### src/rtl/lutfab_pkg.sv
package lutfab_pkg;
  typedef logic [11:0] fld_t;

  localparam fld_t REL_CENTER = 12'h400;
  localparam fld_t JUMP_ESC   = 12'h800;

  typedef struct packed {
    fld_t        src3;
    fld_t        src2;
    fld_t        src1;
    fld_t        src0;
    logic [15:0] truth;
  } cell_cfg_t;

  typedef enum logic [2:0] {
    EV_IDLE,
    EV_LOAD,
    EV_PASS,
    EV_CLOCK,
    EV_PUBLISH
  } ev_state_t;
endpackage

### src/rtl/lutfab_rst_sync.sv
module lutfab_rst_sync (
  input  logic clk,
  input  logic rst_n_a,
  output logic rst_n_s
);
  logic [1:0] sync_q;

  always_ff @(posedge clk or negedge rst_n_a) begin
    if (!rst_n_a) sync_q <= '0;
    else          sync_q <= {sync_q[0], 1'b1};
  end

  assign rst_n_s = sync_q[1];
endmodule

### src/rtl/lutfab_src_resolve.sv
module lutfab_src_resolve
  import lutfab_pkg::*;
#(
  parameter int DATA_W   = 72,
  parameter int AW       = 7,
  parameter int JT_DEPTH = 16,
  parameter int JW       = 4
) (
  input  fld_t            fld,
  input  logic [AW-1:0]   home,
  input  fld_t            jt_tab [JT_DEPTH],
  output logic            ok,
  output logic [AW-1:0]   idx
);
  always_comb begin
    int   rel;
    int   pick;
    fld_t esc;
    ok   = 1'b0;
    idx  = '0;
    rel  = 0;
    pick = 0;
    esc  = fld - JUMP_ESC;
    if (fld < JUMP_ESC) begin
      rel = int'(home) + int'(fld) - int'(REL_CENTER);
      if (rel >= 0 && rel < DATA_W) begin
        ok  = 1'b1;
        idx = AW'(rel);
      end
    end else if (int'(esc) < JT_DEPTH) begin
      pick = int'(jt_tab[esc[JW-1:0]]);
      if (pick < DATA_W) begin
        ok  = 1'b1;
        idx = AW'(pick);
      end
    end
  end
endmodule

### src/rtl/lutfab_lut4.sv
module lutfab_lut4 (
  input  logic [15:0] truth,
  input  logic [3:0]  sel,
  output logic        y
);
  assign y = truth[sel];
endmodule

### src/rtl/lutfab_engine.sv
module lutfab_engine
  import lutfab_pkg::*;
#(
  parameter int NCELL    = 32,
  parameter int IN_BITS  = 8,
  parameter int OUT_BITS = 8,
  parameter int JT_DEPTH = 16,
  parameter int MAX_PASS = 8
) (
  input  logic                        clk,
  input  logic                        rst_n,
  input  logic                        cfg_we,
  input  logic [$clog2(NCELL)-1:0]    cfg_cell,
  input  logic [63:0]                 cfg_word,
  input  logic                        jt_we,
  input  logic [$clog2(JT_DEPTH)-1:0] jt_sel,
  input  logic [11:0]                 jt_addr,
  input  logic [IN_BITS-1:0]          in_bits,
  input  logic                        start,
  output logic                        busy,
  output logic                        settled,
  output logic                        conv_fail,
  output logic [OUT_BITS-1:0]         out_bits
);
  localparam int BASE   = IN_BITS;
  localparam int DATA_W = BASE + 2 * NCELL;
  localparam int AW     = $clog2(DATA_W);
  localparam int CW     = $clog2(NCELL);
  localparam int JW     = $clog2(JT_DEPTH);
  localparam int PW     = $clog2(MAX_PASS + 1);

  logic rst_ni;

  lutfab_rst_sync u_rst (
    .clk     (clk),
    .rst_n_a (rst_n),
    .rst_n_s (rst_ni)
  );

  // state
  ev_state_t           st_q, st_d;
  logic [DATA_W-1:0]   dat_q, dat_d;
  logic [CW-1:0]       cell_q, cell_d;
  logic [PW-1:0]       pass_q, pass_d;
  logic                chg_q, chg_d;
  logic                prev_clk_q, prev_clk_d;
  logic                settled_q, settled_d;
  logic                fail_q, fail_d;
  logic [OUT_BITS-1:0] out_q, out_d;

  cell_cfg_t           cfg_q [NCELL];
  fld_t                jt_q  [JT_DEPTH];

  logic cfg_wr_en;
  logic jt_wr_en;

  assign cfg_wr_en = cfg_we && (st_q == EV_IDLE);
  assign jt_wr_en  = jt_we  && (st_q == EV_IDLE);

  // configuration and jump-table stores
  always_ff @(posedge clk or negedge rst_ni) begin
    if (!rst_ni) begin
      for (int i = 0; i < NCELL; i++) cfg_q[i] <= '0;
    end else if (cfg_wr_en) begin
      cfg_q[cfg_cell] <= cell_cfg_t'(cfg_word);
    end
  end

  always_ff @(posedge clk or negedge rst_ni) begin
    if (!rst_ni) begin
      for (int i = 0; i < JT_DEPTH; i++) jt_q[i] <= '0;
    end else if (jt_wr_en) begin
      jt_q[jt_sel] <= jt_addr;
    end
  end

  // current cell operand fetch
  cell_cfg_t     cur;
  logic [AW-1:0] home;
  fld_t          src     [4];
  logic [3:0]    src_ok;
  logic [AW-1:0] src_idx [4];
  logic [3:0]    sel;
  logic          lut_y;

  assign cur    = cfg_q[cell_q];
  assign home   = AW'(BASE) + AW'({cell_q, 1'b0});
  assign src[0] = cur.src0;
  assign src[1] = cur.src1;
  assign src[2] = cur.src2;
  assign src[3] = cur.src3;

  generate
    for (genvar k = 0; k < 4; k++) begin : g_src
      lutfab_src_resolve #(
        .DATA_W   (DATA_W),
        .AW       (AW),
        .JT_DEPTH (JT_DEPTH),
        .JW       (JW)
      ) u_res (
        .fld    (src[k]),
        .home   (home),
        .jt_tab (jt_q),
        .ok     (src_ok[k]),
        .idx    (src_idx[k])
      );
      assign sel[k] = src_ok[k] & dat_q[src_idx[k]];
    end
  endgenerate

  lutfab_lut4 u_lut (
    .truth (cur.truth),
    .sel   (sel),
    .y     (lut_y)
  );

  // next-state
  always_comb begin
    logic chg_now;
    st_d       = st_q;
    dat_d      = dat_q;
    cell_d     = cell_q;
    pass_d     = pass_q;
    chg_d      = chg_q;
    prev_clk_d = prev_clk_q;
    settled_d  = settled_q;
    fail_d     = fail_q;
    out_d      = out_q;
    chg_now    = chg_q | (lut_y != dat_q[home]);
    unique case (st_q)
      EV_IDLE: begin
        if (start) begin
          st_d      = EV_LOAD;
          settled_d = 1'b0;
          fail_d    = 1'b0;
        end
      end
      EV_LOAD: begin
        dat_d[IN_BITS-1:0] = in_bits;
        cell_d = '0;
        pass_d = '0;
        chg_d  = 1'b0;
        st_d   = EV_PASS;
      end
      EV_PASS: begin
        dat_d[home] = lut_y;
        if (cell_q == CW'(NCELL - 1)) begin
          if (!chg_now) begin
            settled_d = 1'b1;
            st_d      = EV_CLOCK;
          end else if (pass_q == PW'(MAX_PASS - 1)) begin
            fail_d = 1'b1;
            st_d   = EV_CLOCK;
          end else begin
            pass_d = pass_q + 1'b1;
            cell_d = '0;
            chg_d  = 1'b0;
          end
        end else begin
          cell_d = cell_q + 1'b1;
          chg_d  = chg_now;
        end
      end
      EV_CLOCK: begin
        if (settled_q) begin
          prev_clk_d = dat_q[0];
          if (dat_q[0] && !prev_clk_q) begin
            for (int c = 0; c < NCELL; c++) dat_d[BASE + 2*c + 1] = dat_q[BASE + 2*c];
          end
        end
        st_d = EV_PUBLISH;
      end
      EV_PUBLISH: begin
        for (int k = 0; k < OUT_BITS; k++) out_d[k] = dat_q[BASE + 2*k + 1];
        st_d = EV_IDLE;
      end
      default: st_d = EV_IDLE;
    endcase
  end

  // registers
  always_ff @(posedge clk or negedge rst_ni) begin
    if (!rst_ni) begin
      st_q       <= EV_IDLE;
      dat_q      <= '0;
      cell_q     <= '0;
      pass_q     <= '0;
      chg_q      <= 1'b0;
      prev_clk_q <= 1'b0;
      settled_q  <= 1'b0;
      fail_q     <= 1'b0;
      out_q      <= '0;
    end else begin
      st_q       <= st_d;
      dat_q      <= dat_d;
      cell_q     <= cell_d;
      pass_q     <= pass_d;
      chg_q      <= chg_d;
      prev_clk_q <= prev_clk_d;
      settled_q  <= settled_d;
      fail_q     <= fail_d;
      out_q      <= out_d;
    end
  end

  assign busy      = (st_q != EV_IDLE);
  assign settled   = settled_q;
  assign conv_fail = fail_q;
  assign out_bits  = out_q;
endmodule

### config.mk
export PLATFORM = sky130hd
export DESIGN_NAME = lutfab_engine
export DESIGN_NICKNAME = d
export VERILOG_FILES = /design/src/rtl/lutfab_pkg.sv /design/src/rtl/lutfab_rst_sync.sv /design/src/rtl/lutfab_src_resolve.sv /design/src/rtl/lutfab_lut4.sv /design/src/rtl/lutfab_engine.sv
export SDC_FILE = /design/constraint.sdc
export NUM_CORES = 2
export LEC_CHECK = 0
export BUFFER_PORTS_ARGS = -buffer_cell sky130_fd_sc_hd__buf_2
export CAP_MARGIN = 30
export CORE_MARGIN = 3
export CORE_UTILIZATION = 57
export CTS_CLUSTER_SIZE = 25
export DETAILED_ROUTE_END_ITERATION = 16
export MAX_ROUTING_LAYER = met4
export PLACE_DENSITY = 0.8
export SETUP_SLACK_MARGIN = 0.15
export SLEW_MARGIN = 40
export SYNTH_ARGS = -nofsm -noshare
export SYNTH_HDL_FRONTEND = slang
export SYNTH_SLANG_ARGS = --single-unit
### constraint.sdc
create_clock -name clk -period 76.6 [get_ports clk]
set_input_delay 3.83 -clock clk [delete_from_list [all_inputs] [get_ports clk]]
set_output_delay 3.83 -clock clk [all_outputs]
set_load 0.02 [all_outputs]
# After elaboration in Yosys (flattened, before gate mapping)
# Cells that the tools add are included.
dict set report word_totals {
  register_bits 2338
  wordCells 482
  inputBits 98
  out_inout_bits 11
}
dict set report op_classes {
  magnitude_cmp 36
  eq_ne 18
  reduce_logical 23
  muxes 190
  addsub 15
  n_bitwise 12
}
# op count
set op_table {}
lappend op_table {{$bwmux W2048} 1}
lappend op_table {{$bmux W64 S5} 1}
lappend op_table {{$demux W64 S5} 1}
lappend op_table {{$bmux W12 S4} 4}
lappend op_table {{$bwmux W192} 1}
lappend op_table {{$mux W64} 3}
lappend op_table {{$ge A32 B1 Y1 const B} 4}
lappend op_table {{$lt A32 B8 Y1 const B} 4}
lappend op_table {{$sub A32 B12 Y32 const B} 4}
lappend op_table {{$mux W7} 16}
lappend op_table {{$mux W12} 9}
lappend op_table {{$mux W1} 96}
lappend op_table {{$bwmux W72} 1}
lappend op_table {{$pmux W1 S2} 35}
lappend op_table {{$add A7 B12 Y13} 4}
lappend op_table {{$demux W12 S4} 1}
lappend op_table {{$lt A12 B12 Y1 const B} 4}
lappend op_table {{$lt A12 B5 Y1 const B} 4}
lappend op_table {{$lt A12 B7 Y1 const B} 4}
lappend op_table {{$sub A12 B12 Y12 const B} 4}
lappend op_table {{$lt A7 B8 Y1 const B} 5}
lappend op_table {{$bmux W1 S7} 5}
lappend op_table {{$ge A5 B5 Y1 const B} 5}
lappend op_table {{$not A4 Y5} 5}
lappend op_table {{other kinds (37)} 73}

# Longest topological paths before layout
dict set report depth {
  ltp_word 23
  mapped_depth 46
  ltp_nobuf 36
}

# By module
# A second synthesis with hierarchy kept.
dict set report unflattened {
  hier_cells 8642
  hier_area_um2 112441.6
}
# module area_each_um2 cells_per_inst n_inst seq_area_each_um2
set modules_own_cells {}
lappend modules_own_cells {lutfab_engine 105113.3 7853 1 58456.1}
lappend modules_own_cells {{lutfab_src_resolve (g_src[0].u_res ...)} 1773.0 196 3 0.0}
lappend modules_own_cells {{lutfab_src_resolve (g_src[3].u_res)} 1820.5 191 1 0.0}
lappend modules_own_cells {lutfab_lut4 135.1 7 1 0.0}
lappend modules_own_cells {lutfab_rst_sync 53.8 3 1 50.0}

# Worst setup path before layout
# No wires, ideal clock.
dict set report synth_timing {
  path_kind {flip-flop to flip-flop}
  startpoint {register cell_q[2]}
  endpoint {register cell_q[2]}
  path_slack_ps 66920
  stages_incl_launch_ff 42
  path_buffers 16
  period_less_slack_ps 9680
  t_arrival_ps 9560
  t_required_ps 76480
  setup_ps 120
  cell_sequence {dfrtp_1 > buf_6 > buf_6 > buf_6 > buf_6 > buf_6 > buf_6 > buf_4 > buf_4 > buf_2 > buf_2 > clkbuf_1 > buf_1 > clkbuf_1 > buf_1 > clkbuf_1 > clkbuf_1 > nand2_1 > [6 not listed] > or2_2 > ha_1 > o2111a_1 > o211a_1 > nand2_1 > o311ai_1 > o31ai_4 > mux2i_1 > mux4_2 > and3_1 > a311o_1 > o32ai_4 > mux4_2 > mux2i_1 > a2bb2oi_4 > mux2i_2 > nand2_1 > a31o_1}
}
dict set report synth_via {
  elab_chain_len 22
  word_cells_on_any_way 114
  classes_between {14 x add/sub; 20 x order compare; 4 x eq/ne; 61 x mux; 10 x bitwise; 5 x reduce/logical}
}
# item line
set synth_lines {}
lappend synth_lines {{from (decl)} lutfab_engine.sv:43} ;# logic [CW-1:0] cell_q, cell_d;
lappend synth_lines {{from (signal assigned)} lutfab_engine.sv:196} ;# cell_q <= cell_d;
lappend synth_lines {{branches (longest 22 deep; another with $sub A32 B12 Y32)} n/a}
# Several ways; the timed one is not identified. The select of a mux whose other input is x is not followed.
# A chain may end at the register's enable or synchronous reset.

# Worst setup path after layout
dict set report layout_timing {
  startpoint {register cell_q[1]}
  endpoint {register cell_q[2]}
}
# Same word-level chain as after synthesis.

==> flow_results.xml <==
<?xml version="1.0" encoding="UTF-8"?>
<metrics>
  <group name="synth">
    <metric name="edff_count_synth" unit="">0</metric>
    <metric name="yosys_most_used_dff" unit="">dfrtp_1</metric>
    <metric name="average_cell_area_after_synthesis" unit="sq um">12.66</metric>
    <metric name="synth_warnings" unit="">0</metric>
    <metric name="cell_variety_after_synth" unit="">117</metric>
    <metric name="post_syn_nets" unit="">9286</metric>
    <metric name="number_of_instances_in_the_synthesized_netlist" unit="">9151</metric>
    <metric name="postSynth.asyncResetShare" unit="%">100.0</metric>
    <metric name="yosys-top-cells-area" unit="">dfrtp_1, mux2_2, mux2i_1</metric>
    <metric name="synth.top_cell.area_share" unit="%">50.50</metric>
    <metric name="yosysSeqAreaShare" unit="%">50.50</metric>
    <metric name="post_synth_instance_area" unit="sq um">115800</metric>
    <metric name="postSynthRegisterBits" unit="">2338</metric>
    <metric name="synth_area_leader_cell" unit="">dfrtp_1</metric>
  </group>
  <group name="placed_design">
    <metric name="preCtsSetupSlack" unit="ps">64560</metric>
    <metric name="place_inst" unit="">11269</metric>
    <metric name="place_congestion" unit="">0.9561</metric>
    <metric name="io_buf_count" unit="">108</metric>
    <metric name="hpwlAfterDp" unit="microns">242100</metric>
    <metric name="dpl-instance-area" unit="sq um">118500</metric>
  </group>
  <group name="critical_path">
    <metric name="crit_slowest_cell" unit="">dfrtp_4</metric>
    <metric name="path_depth" unit="">41</metric>
    <metric name="cp-end-kind" unit="">register</metric>
    <metric name="reg2reg_to" unit="">cell_q[2]</metric>
    <metric name="max_stage_delay" unit="ps">910</metric>
    <metric name="crit_end" unit="">cell_q[2]</metric>
    <metric name="critical_path_class" unit="">register to register</metric>
    <metric name="cp_common_cell" unit="">buf_4</metric>
    <metric name="timing.critical_path.fanout_max" unit="">43</metric>
    <metric name="cp-start-kind" unit="">register</metric>
    <metric name="reg2regPathDepth" unit="">41</metric>
    <metric name="cp_data_required_time" unit="ps">77370</metric>
    <metric name="crit-reg2reg-launch" unit="">cell_q[1]</metric>
    <metric name="worst_setup_path_startpoint" unit="">cell_q[1]</metric>
    <metric name="crit_family" unit="">compound AO/OA/AOI/OAI gates</metric>
    <metric name="reg2reg_slack" unit="ps">64430</metric>
    <metric name="timing.critical_path.buf_inv" unit="">9</metric>
    <metric name="critPathArrivalTime" unit="ps">12940</metric>
  </group>
  <group name="timing">
    <metric name="max_clock_freq" unit="MHz">82.20</metric>
    <metric name="setup_viols_final" unit="">0</metric>
    <metric name="slew_headroom" unit="%">33.98</metric>
    <metric name="post-route-min-period" unit="ps">12170</metric>
    <metric name="timing.setup.tns" unit="ps">0</metric>
    <metric name="final_max_slew_viol_count" unit="">0</metric>
    <metric name="worst_slack" unit="ps">64430</metric>
    <metric name="rsz_0062_raised_after_global_routing" unit="">false</metric>
    <metric name="fin_worst_skew" unit="ps">53.90</metric>
    <metric name="finalCritPeriodShare" unit="%">15.88</metric>
    <metric name="hold_viol_final" unit="">0</metric>
    <metric name="tightestPinTransition" unit="ps">988.8</metric>
  </group>
  <group name="finish">
    <metric name="final_cells" unit="">11740</metric>
    <metric name="layout_commonest_cell" unit="">mux2_2</metric>
    <metric name="final_cell_area" unit="sq um">126500</metric>
    <metric name="num-fill-cells" unit="">14490</metric>
    <metric name="num-nets-final" unit="">8980</metric>
    <metric name="finalCoreUtilization" unit="%">62.99</metric>
    <metric name="commonest_cells_after_routing_fill_and_taps_aside" unit="">mux2_2, dfrtp_1, mux2i_1, nand2_1, nor2_1</metric>
    <metric name="area.growth.synth_to_final" unit="%">9.232</metric>
    <metric name="drive_above_1_share" unit="%">38.36</metric>
  </group>
  <group name="flow_run">
    <metric name="drv.max_cap_violation_count" unit="">0</metric>
  </group>
  <group name="cts">
    <metric name="cts_hold_buffers" unit="">0</metric>
    <metric name="cts_setup_buffers" unit="">0</metric>
    <metric name="clk_pin_slew" unit="ps">60</metric>
    <metric name="tritoncts" unit="">yes</metric>
    <metric name="cts-root-buf" unit="">clkbuf_16</metric>
    <metric name="clkSinkCount" unit="">2338</metric>
    <metric name="post_cts_resized" unit="">0</metric>
    <metric name="htree_levels" unit="">4</metric>
    <metric name="number_of_buffers_inserted_during_clock_tree_synthesis" unit="">226</metric>
    <metric name="max-clock-path-buffers" unit="">3</metric>
    <metric name="clock_latency" unit="ps">930</metric>
  </group>
  <group name="hold_path">
    <metric name="holdCritPathClass" unit="">register to async pin</metric>
  </group>
  <group name="floorplan">
    <metric name="core.rowCount" unit="">164</metric>
    <metric name="top_level_ports" unit="">109</metric>
    <metric name="die_h" unit="microns">456.8</metric>
    <metric name="coreArea" unit="sq um">200900</metric>
    <metric name="initial_utilization" unit="%">57.67</metric>
    <metric name="die_width" unit="microns">456.8</metric>
    <metric name="dieArea" unit="sq um">208700</metric>
  </group>
  <group name="routing">
    <metric name="wl_per_cell" unit="microns">35.21</metric>
    <metric name="post_drt_via_cell_ratio" unit="">7.268</metric>
    <metric name="drtAntennaViolNets" unit="">0</metric>
    <metric name="num_vias" unit="">85321</metric>
    <metric name="drc_errors" unit="">0</metric>
    <metric name="wl" unit="microns">413400</metric>
    <metric name="drtIter0Drc" unit="">10948</metric>
    <metric name="first_pass_iteration_count_of_the_detailed_router" unit="">8</metric>
  </group>
  <group name="global_routing">
    <metric name="grt_remaining_overflow" unit="">0</metric>
    <metric name="vias_in_the_first_global_route" unit="">86721</metric>
    <metric name="grt_antenna_before_repair" unit="">48</metric>
    <metric name="global_route.usage.total" unit="%">40.16</metric>
    <metric name="grt_first_pass_wirelength" unit="microns">601700</metric>
    <metric name="pin_count_of_the_biggest_net_entering_global_routing" unit="">168</metric>
  </group>
  <group name="pwr">
    <metric name="cell_pwr_density" unit="nW/um^2">36.64</metric>
    <metric name="ir_drop" unit="mV">0.02976</metric>
    <metric name="leakagePower" unit="nW">59.65</metric>
  </group>
  <group name="run_status">
    <metric name="outcome" unit="">finished clean</metric>
  </group>
</metrics>
==> worst register-to-register path, delay by kind of cell (launching register included) <==
kind / cells / cell delay (ps)
adders and majority gates: 3 / 950
AOI/OAI and AO/OA: 17 / 3950
and+or+nand+nor: 10 / 2200
DFF: 1 / 910
buffers and inverters: 9 / 3320
muxes: 2 / 680
==> cell families (layout without fill, tap and decap cells) <==
family / count (synthesis) / count (layout) / share of synthesized area (%)
buf+inv: 927 / 801 / 3.520
fa+ha+maj: 37 / 37 / 0.4256
compound gates: 1630 / 1630 / 10.45
flops: 2338 / 2338 / 50.50
xor+xnor: 21 / 21 / 0.1588
other cells: 1 / 60 / 0.003237
simple gates: 1097 / 1097 / 4.484
mux: 3100 / 3100 / 30.46
==> Yosys cell counts (18+ instances only) <==
cell / instances
a311oi_1: 22
and2_1: 22
and3_1: 53
mux4_2: 83
nand3_1: 122
inv_1: 52
nor3_1: 50
ha_1: 33
buf_6: 38
mux2i_1: 469
o211ai_1: 56
dfrtp_1: 2338
a31oi_1: 31
a21oi_1: 259
mux2_1: 47
a211oi_1: 97
a221o_1: 66
buf_4: 44
o2bb2ai_1: 43
a22oi_1: 155
o221ai_1: 54
o21ai_0: 236
clkbuf_1: 608
buf_2: 118
o22ai_1: 49
o221a_2: 18
a21o_1: 23
nand2b_1: 19
a221oi_1: 238
nand2_1: 384
a22o_1: 46
or4_1: 20
mux2_2: 2495
nor2_1: 269
buf_1: 53
nor2b_1: 26
==> metal layers <==
metal,share of wire (%),vias to the layer above,track usage [%]
li1,-,33668,-
met5,0,-,-
met3,12,1724,12.12
met4,7.0,0,24.81
met1,37,44021,49.89
met2,44,5908,57.65
==> worst min-delay path by stage <==
stage / cells past startpoint / startpoint / slack (ps) / end
after floorplan: 0 / u_rst.sync_q[0] / 330 / u_rst.sync_q[1]
after global placement: 0 / u_rst.sync_q[0] / 340 / u_rst.sync_q[1]
after detailed placement: 0 / u_rst.sync_q[0] / 340 / u_rst.sync_q[1]
after CTS: 0 / u_rst.sync_q[0] / 350 / u_rst.sync_q[1]
after global routing: 0 / u_rst.sync_q[1] / 200 / cfg_q[1544]
final: 0 / u_rst.sync_q[1] / 180 / cfg_q[1544]
==> sequential cells by signal (all words and copies together), names as in the netlist <==
| register | cells |
|---|---|
| cell_q | 5 |
| cfg_q | 2048 |
| chg_q | 1 |
| conv_fail | 1 |
| dat_q | 72 |
| jt_q | 192 |
| out_bits | 8 |
| pass_q | 4 |
| prev_clk_q | 1 |
| settled | 1 |
| st_q | 3 |
| u_rst.sync_q | 2 |
==> per-stage QoR <==
stage / hold slack, ps / total power [W]
2_1_floorplan: 331.2 / 0.002673
3_3_place_gp: 336.1 / 0.003364
3_5_place_dp: 335.5 / 0.003395
4_1_cts: 351.8 / 0.004549
5_1_grt: 198.8 / 0.004764
6_report: 179.5 / 0.004637
==> power breakdown <==
part	internal (W)	switching, W
Combinational	0.000637	0.00133
Clock	0.000659	0.000505
Sequential	0.00138	0.000126
Total	0.00267	0.00196
==> cell type report <==
class	count	area [sq um]	area share (%)
sequential	2338	58530	46.25
inverter	66	265.3	0.2096
clock buffer	332	6495	5.133
timing repair buffer	327	2629	2.077
clock inverter	76	1151	0.9097
multi-input combinational	5886	54000	42.67
tap	2656	3323	2.626
antenna	59	147.6	0.1167
Note: power is estimated with default switching activity, not from simulation.
